--- src/rtl/bhdma_pkg.sv ---
package bhdma_pkg;

  typedef enum logic [2:0] {
    ST_IDLE,
    ST_REQ,
    ST_SETUP,
    ST_STROBE,
    ST_RELEASE
  } dmaState_e;

  // strobes from control to datapath
  typedef struct packed {
    logic ownBus;    // address phase through release
    logic strobeOn;  // strobe phase
    logic advance;   // last clock of an item
    logic finish;    // last clock of the last item
    logic cfgOpen;   // configuration writes accepted
  } dmaCtl_t;

  localparam logic [1:0] SEL_MODE   = 2'd0;
  localparam logic [1:0] SEL_ADDR   = 2'd1;
  localparam logic [1:0] SEL_COUNT  = 2'd2;
  localparam logic [1:0] SEL_STATUS = 2'd3;

endpackage

--- src/rtl/bhdma_datapath.sv ---
module bhdma_datapath
  import bhdma_pkg::*;
#(
  parameter int ADDR_W = 16,
  parameter int CNT_W  = 16,
  parameter int REG_W  = 16
) (
  input  logic              clk,
  input  logic              rstN,
  input  logic [1:0]        regSel,
  input  logic              regWr,
  input  logic [REG_W-1:0]  regWdata,
  output logic [REG_W-1:0]  regRdata,
  input  dmaCtl_t           ctl,
  output logic              armed,
  output logic              lastItem,
  output logic              dirMode,
  output logic              irqFlag,
  output logic [ADDR_W-1:0] busAddr
);

  logic [ADDR_W-1:0] curAddr;
  logic [CNT_W-1:0]  cnt;
  logic              cfgWrite;
  logic              clrIrq;

  assign cfgWrite = regWr && ctl.cfgOpen;
  assign clrIrq   = regWr && (regSel == SEL_STATUS) && regWdata[0];
  assign lastItem = (cnt == CNT_W'(1));
  assign busAddr  = ctl.ownBus ? curAddr : '0;

  always_ff @(posedge clk or negedge rstN) begin
    if (!rstN) begin
      dirMode <= 1'b0;
      curAddr <= '0;
      cnt     <= '0;
      armed   <= 1'b0;
      irqFlag <= 1'b0;
    end else begin
      if (ctl.advance) begin
        curAddr <= curAddr + 1'b1;
        cnt     <= cnt - 1'b1;
      end
      if (ctl.finish) begin
        armed   <= 1'b0;
        irqFlag <= 1'b1;
      end else if (clrIrq) begin
        irqFlag <= 1'b0;
      end
      if (cfgWrite) begin
        case (regSel)
          SEL_MODE:  dirMode <= regWdata[0];
          SEL_ADDR:  curAddr <= regWdata[ADDR_W-1:0];
          SEL_COUNT: begin
            cnt   <= regWdata[CNT_W-1:0];
            armed <= |regWdata[CNT_W-1:0];
          end
          default: ;
        endcase
      end
    end
  end

  always_comb begin
    case (regSel)
      SEL_MODE:  regRdata = REG_W'(dirMode);
      SEL_ADDR:  regRdata = REG_W'(curAddr);
      SEL_COUNT: regRdata = REG_W'(cnt);
      default:   regRdata = REG_W'({armed, irqFlag});
    endcase
  end

  // address and count step once per finished item
  p_addr_step_r5: assert property (@(posedge clk) disable iff (!rstN)
    ctl.advance |=> (curAddr == ADDR_W'($past(curAddr) + 1'b1)) &&
                    (cnt == CNT_W'($past(cnt) - 1'b1)));

  // interrupt holds until cleared
  p_irq_sticky_r7: assert property (@(posedge clk) disable iff (!rstN)
    (irqFlag && !clrIrq) |=> irqFlag);

  // a zero count never arms
  p_zero_no_arm_r2: assert property (@(posedge clk) disable iff (!rstN)
    (cfgWrite && regSel == SEL_COUNT && regWdata[CNT_W-1:0] == '0) |=> !armed);

  // armed always has work left
  p_armed_has_work_r8: assert property (@(posedge clk) disable iff (!rstN)
    armed |-> (cnt != '0));

endmodule

--- src/rtl/bhdma_control.sv ---
module bhdma_control
  import bhdma_pkg::*;
#(
  parameter int SETUP_CLKS   = 1,
  parameter int STROBE_CLKS  = 2,
  parameter int RELEASE_CLKS = 1
) (
  input  logic    clk,
  input  logic    rstN,
  input  logic    devReq,
  input  logic    holdAck,
  input  logic    armed,
  input  logic    lastItem,
  input  logic    dirMode,
  output logic    holdReq,
  output logic    devAck,
  output logic    memRd,
  output logic    memWr,
  output logic    ioRd,
  output logic    ioWr,
  output dmaCtl_t ctl
);

  localparam int MAX_AB = (SETUP_CLKS > STROBE_CLKS) ? SETUP_CLKS : STROBE_CLKS;
  localparam int MAX_PH = (MAX_AB > RELEASE_CLKS) ? MAX_AB : RELEASE_CLKS;
  localparam int PH_W   = $clog2(MAX_PH + 1);

  dmaState_e       state, stateNxt;
  logic [PH_W-1:0] phaseCnt;
  logic [PH_W-1:0] phaseLen;
  logic            phaseEnd;
  logic            ownBus;

  assign ownBus = (state == ST_SETUP) || (state == ST_STROBE) || (state == ST_RELEASE);

  always_comb begin
    case (state)
      ST_SETUP:   phaseLen = PH_W'(SETUP_CLKS);
      ST_STROBE:  phaseLen = PH_W'(STROBE_CLKS);
      ST_RELEASE: phaseLen = PH_W'(RELEASE_CLKS);
      default:    phaseLen = PH_W'(1);
    endcase
  end

  assign phaseEnd = (phaseCnt == phaseLen - PH_W'(1));

  always_comb begin
    stateNxt = state;
    case (state)
      ST_IDLE:    if (armed && devReq) stateNxt = ST_REQ;
      ST_REQ:     if (holdAck) stateNxt = ST_SETUP;
      ST_SETUP:   if (phaseEnd) stateNxt = ST_STROBE;
      ST_STROBE:  if (phaseEnd) stateNxt = ST_RELEASE;
      ST_RELEASE: if (phaseEnd) begin
        if (lastItem)      stateNxt = ST_IDLE;
        else if (!holdAck) stateNxt = ST_REQ;
        else if (!devReq)  stateNxt = ST_IDLE;
        else               stateNxt = ST_SETUP;
      end
      default:    stateNxt = ST_IDLE;
    endcase
  end

  always_ff @(posedge clk or negedge rstN) begin
    if (!rstN) begin
      state    <= ST_IDLE;
      phaseCnt <= '0;
    end else begin
      state <= stateNxt;
      if (!ownBus || phaseEnd) phaseCnt <= '0;
      else                     phaseCnt <= phaseCnt + 1'b1;
    end
  end

  always_comb begin
    ctl.ownBus   = ownBus;
    ctl.strobeOn = (state == ST_STROBE);
    ctl.advance  = (state == ST_RELEASE) && phaseEnd;
    ctl.finish   = (state == ST_RELEASE) && phaseEnd && lastItem;
    ctl.cfgOpen  = (state == ST_IDLE);
  end

  assign holdReq = (state != ST_IDLE);
  assign devAck  = ownBus;
  assign memRd   = ctl.strobeOn && !dirMode;
  assign ioWr    = ctl.strobeOn && !dirMode;
  assign ioRd    = ctl.strobeOn && dirMode;
  assign memWr   = ctl.strobeOn && dirMode;

  // peripheral selected only after a sampled grant
  p_ack_after_grant_r3: assert property (@(posedge clk) disable iff (!rstN)
    $rose(devAck) |-> $past(holdAck));

  // bus request spans the whole ownership
  p_hold_spans_r3: assert property (@(posedge clk) disable iff (!rstN)
    devAck |-> holdReq);

  // strobes only while owning the bus, never both directions
  p_strobe_inside_r4: assert property (@(posedge clk) disable iff (!rstN)
    (memRd || memWr || ioRd || ioWr) |-> devAck);
  p_strobe_pair_r4: assert property (@(posedge clk) disable iff (!rstN)
    $onehot0({memRd, memWr}) && $onehot0({ioRd, ioWr}));

  // lost grant keeps the request but leaves the bus
  p_keep_request_r9: assert property (@(posedge clk) disable iff (!rstN)
    (ctl.advance && !lastItem && !holdAck) |=> (holdReq && !devAck));

endmodule

--- src/rtl/bus_hold_dma.sv ---
module bus_hold_dma
  import bhdma_pkg::*;
#(
  parameter int ADDR_W       = 16,
  parameter int CNT_W        = 16,
  parameter int REG_W        = 16,
  parameter int SETUP_CLKS   = 1,
  parameter int STROBE_CLKS  = 2,
  parameter int RELEASE_CLKS = 1
) (
  input  logic              clk,
  input  logic              rstN,
  input  logic [1:0]        regSel,
  input  logic              regWr,
  input  logic [REG_W-1:0]  regWdata,
  output logic [REG_W-1:0]  regRdata,
  input  logic              devReq,
  output logic              devAck,
  output logic              holdReq,
  input  logic              holdAck,
  output logic [ADDR_W-1:0] busAddr,
  output logic              memRd,
  output logic              memWr,
  output logic              ioRd,
  output logic              ioWr,
  output logic              irq
);

  dmaCtl_t ctl;
  logic    armed;
  logic    lastItem;
  logic    dirMode;

  bhdma_control #(
    .SETUP_CLKS  (SETUP_CLKS),
    .STROBE_CLKS (STROBE_CLKS),
    .RELEASE_CLKS(RELEASE_CLKS)
  ) uCtl (
    .clk     (clk),
    .rstN    (rstN),
    .devReq  (devReq),
    .holdAck (holdAck),
    .armed   (armed),
    .lastItem(lastItem),
    .dirMode (dirMode),
    .holdReq (holdReq),
    .devAck  (devAck),
    .memRd   (memRd),
    .memWr   (memWr),
    .ioRd    (ioRd),
    .ioWr    (ioWr),
    .ctl     (ctl)
  );

  bhdma_datapath #(
    .ADDR_W(ADDR_W),
    .CNT_W (CNT_W),
    .REG_W (REG_W)
  ) uDp (
    .clk     (clk),
    .rstN    (rstN),
    .regSel  (regSel),
    .regWr   (regWr),
    .regWdata(regWdata),
    .regRdata(regRdata),
    .ctl     (ctl),
    .armed   (armed),
    .lastItem(lastItem),
    .dirMode (dirMode),
    .irqFlag (irq),
    .busAddr (busAddr)
  );

  // interrupt appears with the bus already returned
  p_irq_free_bus_r6: assert property (@(posedge clk) disable iff (!rstN)
    $rose(irq) |-> !holdReq);

endmodule

--- config.mk ---
export PLATFORM = sky130hd
export DESIGN_NAME = bus_hold_dma
export DESIGN_NICKNAME = d
export VERILOG_FILES = /design/src/rtl/bhdma_pkg.sv /design/src/rtl/bhdma_datapath.sv /design/src/rtl/bhdma_control.sv /design/src/rtl/bus_hold_dma.sv
export SDC_FILE = /design/constraint.sdc
export NUM_CORES = 1
export LEC_CHECK = 0
export ABC_AREA = 1
export BUFFER_PORTS_ARGS = -buffer_cell sky130_fd_sc_hd__buf_2
export CORE_MARGIN = 1.5
export CORE_UTILIZATION = 30
export DETAILED_ROUTE_END_ITERATION = 7
export MAX_ROUTING_LAYER = met4
export SYNTH_ARGS = -nofsm -noshare
export SYNTH_HDL_FRONTEND = slang
export SYNTH_SLANG_ARGS = --single-unit
--- constraint.sdc ---
create_clock -name clk -period 1.9 [get_ports clk]
set_input_delay 0.095 -clock clk [delete_from_list [all_inputs] [get_ports clk]]
set_output_delay 0.095 -clock clk [all_outputs]
set_load 0.005 [all_outputs]
==> impl_metrics.toml, run 1 <==
[run_status]
run_status = "complete, no violations"

[timing]
period_share_pct = 92.0
hold_viol_final = 0
slew_violations = 0
finalClockSkew_ps = 6.78
setup_viol_count_final = 0
relSlewSlack_pct = 64.0
tns_ps = 0
min_period_ps = 1750
worstMarginPinSlew_ps = 537
max_freq_mhz = 572

[logic_synthesis]
synth_cells = 451
yosysMostFrequentCell = "nand2_1"
synth.area.top_cells = "dfrtp_1, nand2_1, nor2_1"
yosysUniqueCellTypes = 36
synth_area_um2 = 2890
synth_fp_nets = 477
yosys_warnings = 0
synth_top_area_cell = "dfrtp_1"
synth-main-ff-cell = "dfrtp_1"
synth_seq_cells = 40
async_reset_ff_share_pct = 100
synthTopCellsByCount = "nand2_1, nor2_1, inv_1"
syn_area_per_cell_um2 = 6.42
synth-edff-count = 0
synth_top_cell_area_share_pct = 34.6
seq_area_frac_synth_pct = 34.6

[placement]
port-buffer-count = 61
hpwl_mm = 6.87
place_congestion = 0.872

[worst_setup_path]
cpMostUsedCell = "nand2_1"
critPathTopFamily = "buffers and inverters"
cp-end-kind = "output pin"
crit_buf_inv = 4
critical_path.max_stage_delay_ps = 440
crit_type = "flop to output pin"
cp_cell_sequence = "inv_1 > nand2_1 > nand2_1 > clkinv_1 > buf_4 > nor2_1 > buf_2"
cp-start-kind = "flop"
cp_slowest_cell = "dfrtp_1"
critPathArrivalTime_ps = 1650
crit_fanout = 17
worstPathRequired_ps = 1800
reg2reg_depth = 9
cp.depth = 7

[global_route]
grt_pass1_wl_mm = 14.6
grt_pass1_vias = 2992
grt_max_degree = 41
overflow = 0
track_usage_pct = 18.8
grt_antenna_before_repair = 0

[cts]
cts-root-buf = "clkbuf_8"
cts_tree = "done"
clk_path_buf_depth = 2
htreeDepth = 2
numCtsBuffers = 5
clock_latency_ps = 300
clk_pin_slew_ps = 90
cts.sinks = 40

[floorplanning]
rows = 35
fp.dieH_um = 101
start_util_pct = 31.2
dieWidth_um = 101
core_um2 = 9280
dieArea_um2 = 10200
io_pins = 62

[pwr]
power_frac_comb_pct = 53.3
p_sw_share_pct = 47.8
p_sw_uw = 2250
p_leak_uw = 0.00188
internal_power_uw = 2460
ir_drop_v = 0.000532
seq_power_share_pct = 34.5
p_per_area_nw_per_um2 = 1360
p_clk_share_pct = 12.2

[route]
vias_per_cell = 4.81
dr.pass1.iters = 4
ant_nets = 0
routed_wl_mm = 8.89
num_vias = 3108
wire_per_inst_um = 13.8
drt_iter0_drc = 166
drc = 0

[hold_path]
hold_class = "input pin to flop"
whs_path_depth = 3

[job]
drv_cap = 0

[finish]
final_util_pct = 37.3
fillCellCount = 1061
synthToLayoutAreaGrowth_pct = 19.7
layout.nets = 543
diodes = 0
drive_gt1_share_pct = 17.4
power by group through the flow:
stage	sequential (uW)	clock, uW	combinational, uW
CTS	1610	600	2470
floorplan	1540	0	1670
finish	1620	576	2510
global placement	1620	0	2430
global route	1680	635	2870
detailed placement	1630	0	2450
final timing paths:
path                                  startpoint                to  slack, ps
worst max-delay path               uCtl.state[2]        busAddr[1]        150
min in group asynchronous                   rstN       uDp.dirMode        400
worst min register to register  uCtl.phaseCnt[1]  uCtl.phaseCnt[1]        490
worst min-delay path                 regWdata[0]       uDp.dirMode         30
max in group asynchronous                   rstN     uCtl.state[1]       1110
worst max register to register     uCtl.state[1]       uDp.cnt[14]        220
cell usage in the layout, fill, tap and decap left out, drive strengths merged:
master       instances
dlygate4sd3          1
o211ai               2
dfrtp               40
o31ai                1
o21bai               1
o22ai               13
nor4                 3
nand3               37
or2                  3
ha                   3
o221ai               1
inv                 75
nor3                 7
buf                 72
xor2                10
o21ai               12
a21oi               25
a22oi                2
a21boi               1
o2111ai              1
a31oi                1
clkinvlp             1
a211oi               1
clkbuf               5
nor2                83
clkinv               2
nand2              106
nand4                8
area by class of cell:
type                       count  area [um2]  share of cell area, %
multi-input combinational    321        1520                   44.0
sequential                    40        1000                   28.9
timing repair buffer          73         410                   11.8
inverter                      76         285                   8.23
tap                          129         161                   4.66
clock buffer                   5        68.8                   1.99
clock inverter                 2        12.5                  0.361
state kept, by name, summed over array words and instances (netlist names):
| signal | count |
|---|---|
| uDp.cnt | 16 |
| uDp.curAddr | 16 |
| uCtl.state | 3 |
| uCtl.phaseCnt | 2 |
| uDp.armed | 1 |
| uDp.dirMode | 1 |
| uDp.irqFlag | 1 |
cell families after synthesis:
logic type	Yosys count	share of synthesized area [%]
flops	40	34.6
fa+ha+maj	3	1.30
simple gates	247	36.2
buf+inv	90	12.8
xor+xnor	10	3.03
compound gates	61	12.1
per-layer routing:
metal	global-route usage (%)	vias up	wire length (um)
li1	-	1554	-
met1	24.9	1457	4210
met2	30.6	91	4050
met5	-	-	0
met3	2.35	6	537
met4	4.49	0	91
timing repair:
| item | CTS | global route |
|---|---|---|
| gates resized for setup | 0 | 1 |
| setup endpoints to repair | 0 | 13 |
| buffers inserted | 0 | 3 |
| hold buffers | 1 | 0 |
| hold endpoints to repair | 40 | 0 |
through the flow:
stage | worst slack (ps) | total power (uW) | instances | instance area, um2 | hold WS [ps]
6_report | 152 | 4700 | 646 | 3460 | 33.4
3_5_place_dp | 281 | 4080 | 635 | 3350 | 208
4_1_cts | 94.7 | 4680 | 643 | 3440 | 30.6
2_1_floorplan | 519 | 3210 | 451 | 2890 | -201
3_3_place_gp | 313 | 4040 | 635 | 3350 | 206
5_1_grt | -15.2 | 5180 | 646 | 3460 | 67.7
tightest hold or removal path, stage by stage:
cell and delay [ps]:
buf_2 90, nand2_1 40, o21ai_0 70
No activity file was read; power rests on OpenSTA's default activity.
==> run 2, diff against run 1 <==
--- a/config.mk
+++ b/config.mk
@@ -6,10 +6,10 @@
 export NUM_CORES = 1
 export LEC_CHECK = 0
 export ABC_AREA = 1
-export BUFFER_PORTS_ARGS = -buffer_cell sky130_fd_sc_hd__buf_2
 export CORE_MARGIN = 1.5
 export CORE_UTILIZATION = 30
 export DETAILED_ROUTE_END_ITERATION = 7
+export DONT_BUFFER_PORTS = 1
 export MAX_ROUTING_LAYER = met4
 export SYNTH_ARGS = -nofsm -noshare
 export SYNTH_HDL_FRONTEND = slang
==> constraint.sdc (replaced) <==
create_clock -name clk -period 1.5 [get_ports clk]
set_input_delay 0.075 -clock clk [delete_from_list [all_inputs] [get_ports clk]]
set_output_delay 0.075 -clock clk [all_outputs]
set_load 0.005 [all_outputs]
==> run 2 against run 1 <==
Net effect: the flow now finishes with violations (setup timing); clock power grew 64%; power is 39% higher; non-clock buffer count decreased by 20; first-iteration DRC count is the same; hold slack got worse by 29 ps; final cell count shrank 2.9%; via count shrank 0.51%; design area is 7.9% higher; sequential power is 26% higher; core utilization grew 3.0 points; clock skew up 3.5 ps; largest cell class unchanged; highest routed layer unchanged.
==> impl_metrics.toml, run 2 (synthesis results as in run 1) <==
[floorplanning]
rows = 35
io_pins = 62
dieArea_um2 = 10200
fp.dieH_um = 101
start_util_pct = 31.2
dieWidth_um = 101
core_um2 = 9280

[route]
drt_iter0_drc = 166
wire_per_inst_um = 15.1
routed_wl_mm = 9.49
ant_nets = 0
drc = 0
dr.pass1.iters = 5
num_vias = 3092
vias_per_cell = 4.93

[cts]
cts-root-buf = "clkbuf_8"
cts_tree = "done"
clk_pin_slew_ps = 90
clk_path_buf_depth = 2
clock_latency_ps = 310
numCtsBuffers = 5
cts.sinks = 40
htreeDepth = 2

[timing]
setup_viol_count_final = 6
slew_violations = 0
grt_setup_unrepaired = "yes"
period_share_pct = 101
min_period_ps = 1510
hold_viol_final = 0
holdWs_ps = 4.83
max_freq_mhz = 662
relSlewSlack_pct = 63.1
layout_setup_ws_ps = -10.1
worstMarginPinSlew_ps = 552
finalClockSkew_ps = 10.3

[worst_setup_path]
crit_buf_inv = 3
critPathTopFamily = "flip-flops"
cp-start-kind = "flop"
critPathArrivalTime_ps = 1440
crit_fanout = 16
critical_path.max_stage_delay_ps = 410
cp-end-kind = "output pin"
cp_cell_sequence = "buf_4 > nand2_1 > nand2_4 > clkinv_4 > buf_12 > nor2_2"
cp_slowest_cell = "dfrtp_1"
worstPathRequired_ps = 1420
crit_type = "flop to output pin"

[finish]
biggestRegsByFlops = "uDp.cnt x16, uDp.curAddr x16, uCtl.state x3"
synthToLayoutAreaGrowth_pct = 29.2
fin_cells = 627
mostFrequentLayoutCell = "nand2_1"
layout.nets = 523
mostFrequentLayoutCells = "nand2_1, inv_1, nor2_1"
drive_gt1_share_pct = 16.5
diodes = 0

[global_route]
overflow = 0
grt_pass1_wl_mm = 15.1
grt_antenna_before_repair = 0
grt_pass1_vias = 2956
grt_max_degree = 41
track_usage_pct = 19.5

[placement]
hpwl_mm = 6.78
dpl_worst_slack_ps = 22.1
place_congestion = 0.898
port-buffer-count = 0
place_inst = 592

[hold_path]
hold_class = "input pin to flop"

[pwr]
p_per_area_nw_per_um2 = 1750
ir_drop_v = 0.000734
p_leak_uw = 0.00185

[run_status]
run_status = "finished, violations left"
failed_checks = "setup timing"

[job]
drv_cap = 0
## run 2: cell types whose count changed in the layout (fill, tap and decap cells not counted), moves of 4 or more
cell | before | now
nor2_1 | 81 | 60
buf_4 | 10 | 29
buf_2 | 61 | 0
nor2_4 | 1 | 8
nor2_2 | 1 | 15
dlygate4sd3_1 | 1 | 19
inv_1 | 73 | 69
## run 2: worst paths after layout
check                                  from          endpoint  slack [ps]  depth (start not counted)
max in group asynchronous              rstN  uCtl.phaseCnt[1]        1010                          2
hold / removal                  regWdata[6]    uDp.curAddr[6]           5                          3
setup reg to reg              uCtl.state[0]         uDp.armed         -10                          8
setup / recovery              uCtl.state[1]        busAddr[4]         -10                          6
hold reg to reg            uCtl.phaseCnt[1]  uCtl.phaseCnt[1]         490                          1
min in group asynchronous              rstN        uDp.cnt[6]         290                          2
## run 2: repair_timing
item                                   4_1_cts  5_1_grt
cloned                                       0        1
setup buffers                                4        2
resized for setup                           29       18
endpoints found under the hold margin       67        0
pin swaps                                    1        4
hold buffers                                20        0
setup endpoints to repair                   16       51
## run 2: layout make-up
cell class / instances / area [um2]
fillers: 1009 / 5540
multi-input cells: 321 / 1650
flip-flops and latches: 40 / 1000
repair buffers: 53 / 520
inverters: 76 / 293
well taps: 129 / 161
clock buffers: 5 / 68.8
clock inverters: 3 / 47.5
## run 2: routing by layer
metal / track usage [%] / routed length, um / up-vias
met5: - / 0 / -
met4: 4.17 / 102 / 0
met1: 25.8 / 4260 / 1463
li1: - / - / 1525
met3: 4.62 / 751 / 8
met2: 30.4 / 4370 / 96
## run 2: worst reg2reg max path, stage by stage, from the launching register on
cell     delay, ps
dfrtp_1        410
nor2_4         130
buf_4          120
nand2_2         60
nor2_4         120
nand2_2        130
or2_0          250
nor2_1         140
nor2_1          60
## run 2: per-stage QoR
step	area (um2)	setup TNS [ps]	util [%]	power [uW]
3_3_place_gp	3190	0	34.4	4970
4_1_cts	3650	-82.9	39.3	6390
5_1_grt	3740	-2150	40.3	7100
2_1_floorplan	2890	0	-	4060
6_report	3740	-40.0	40.3	6550
3_5_place_dp	3190	0	34.4	5020
## run 2: where the power goes
group	total, uW	internal, uW	switching, uW
Clock	944	502	443
Combinational	3560	1340	2220
Sequential	2040	1580	465
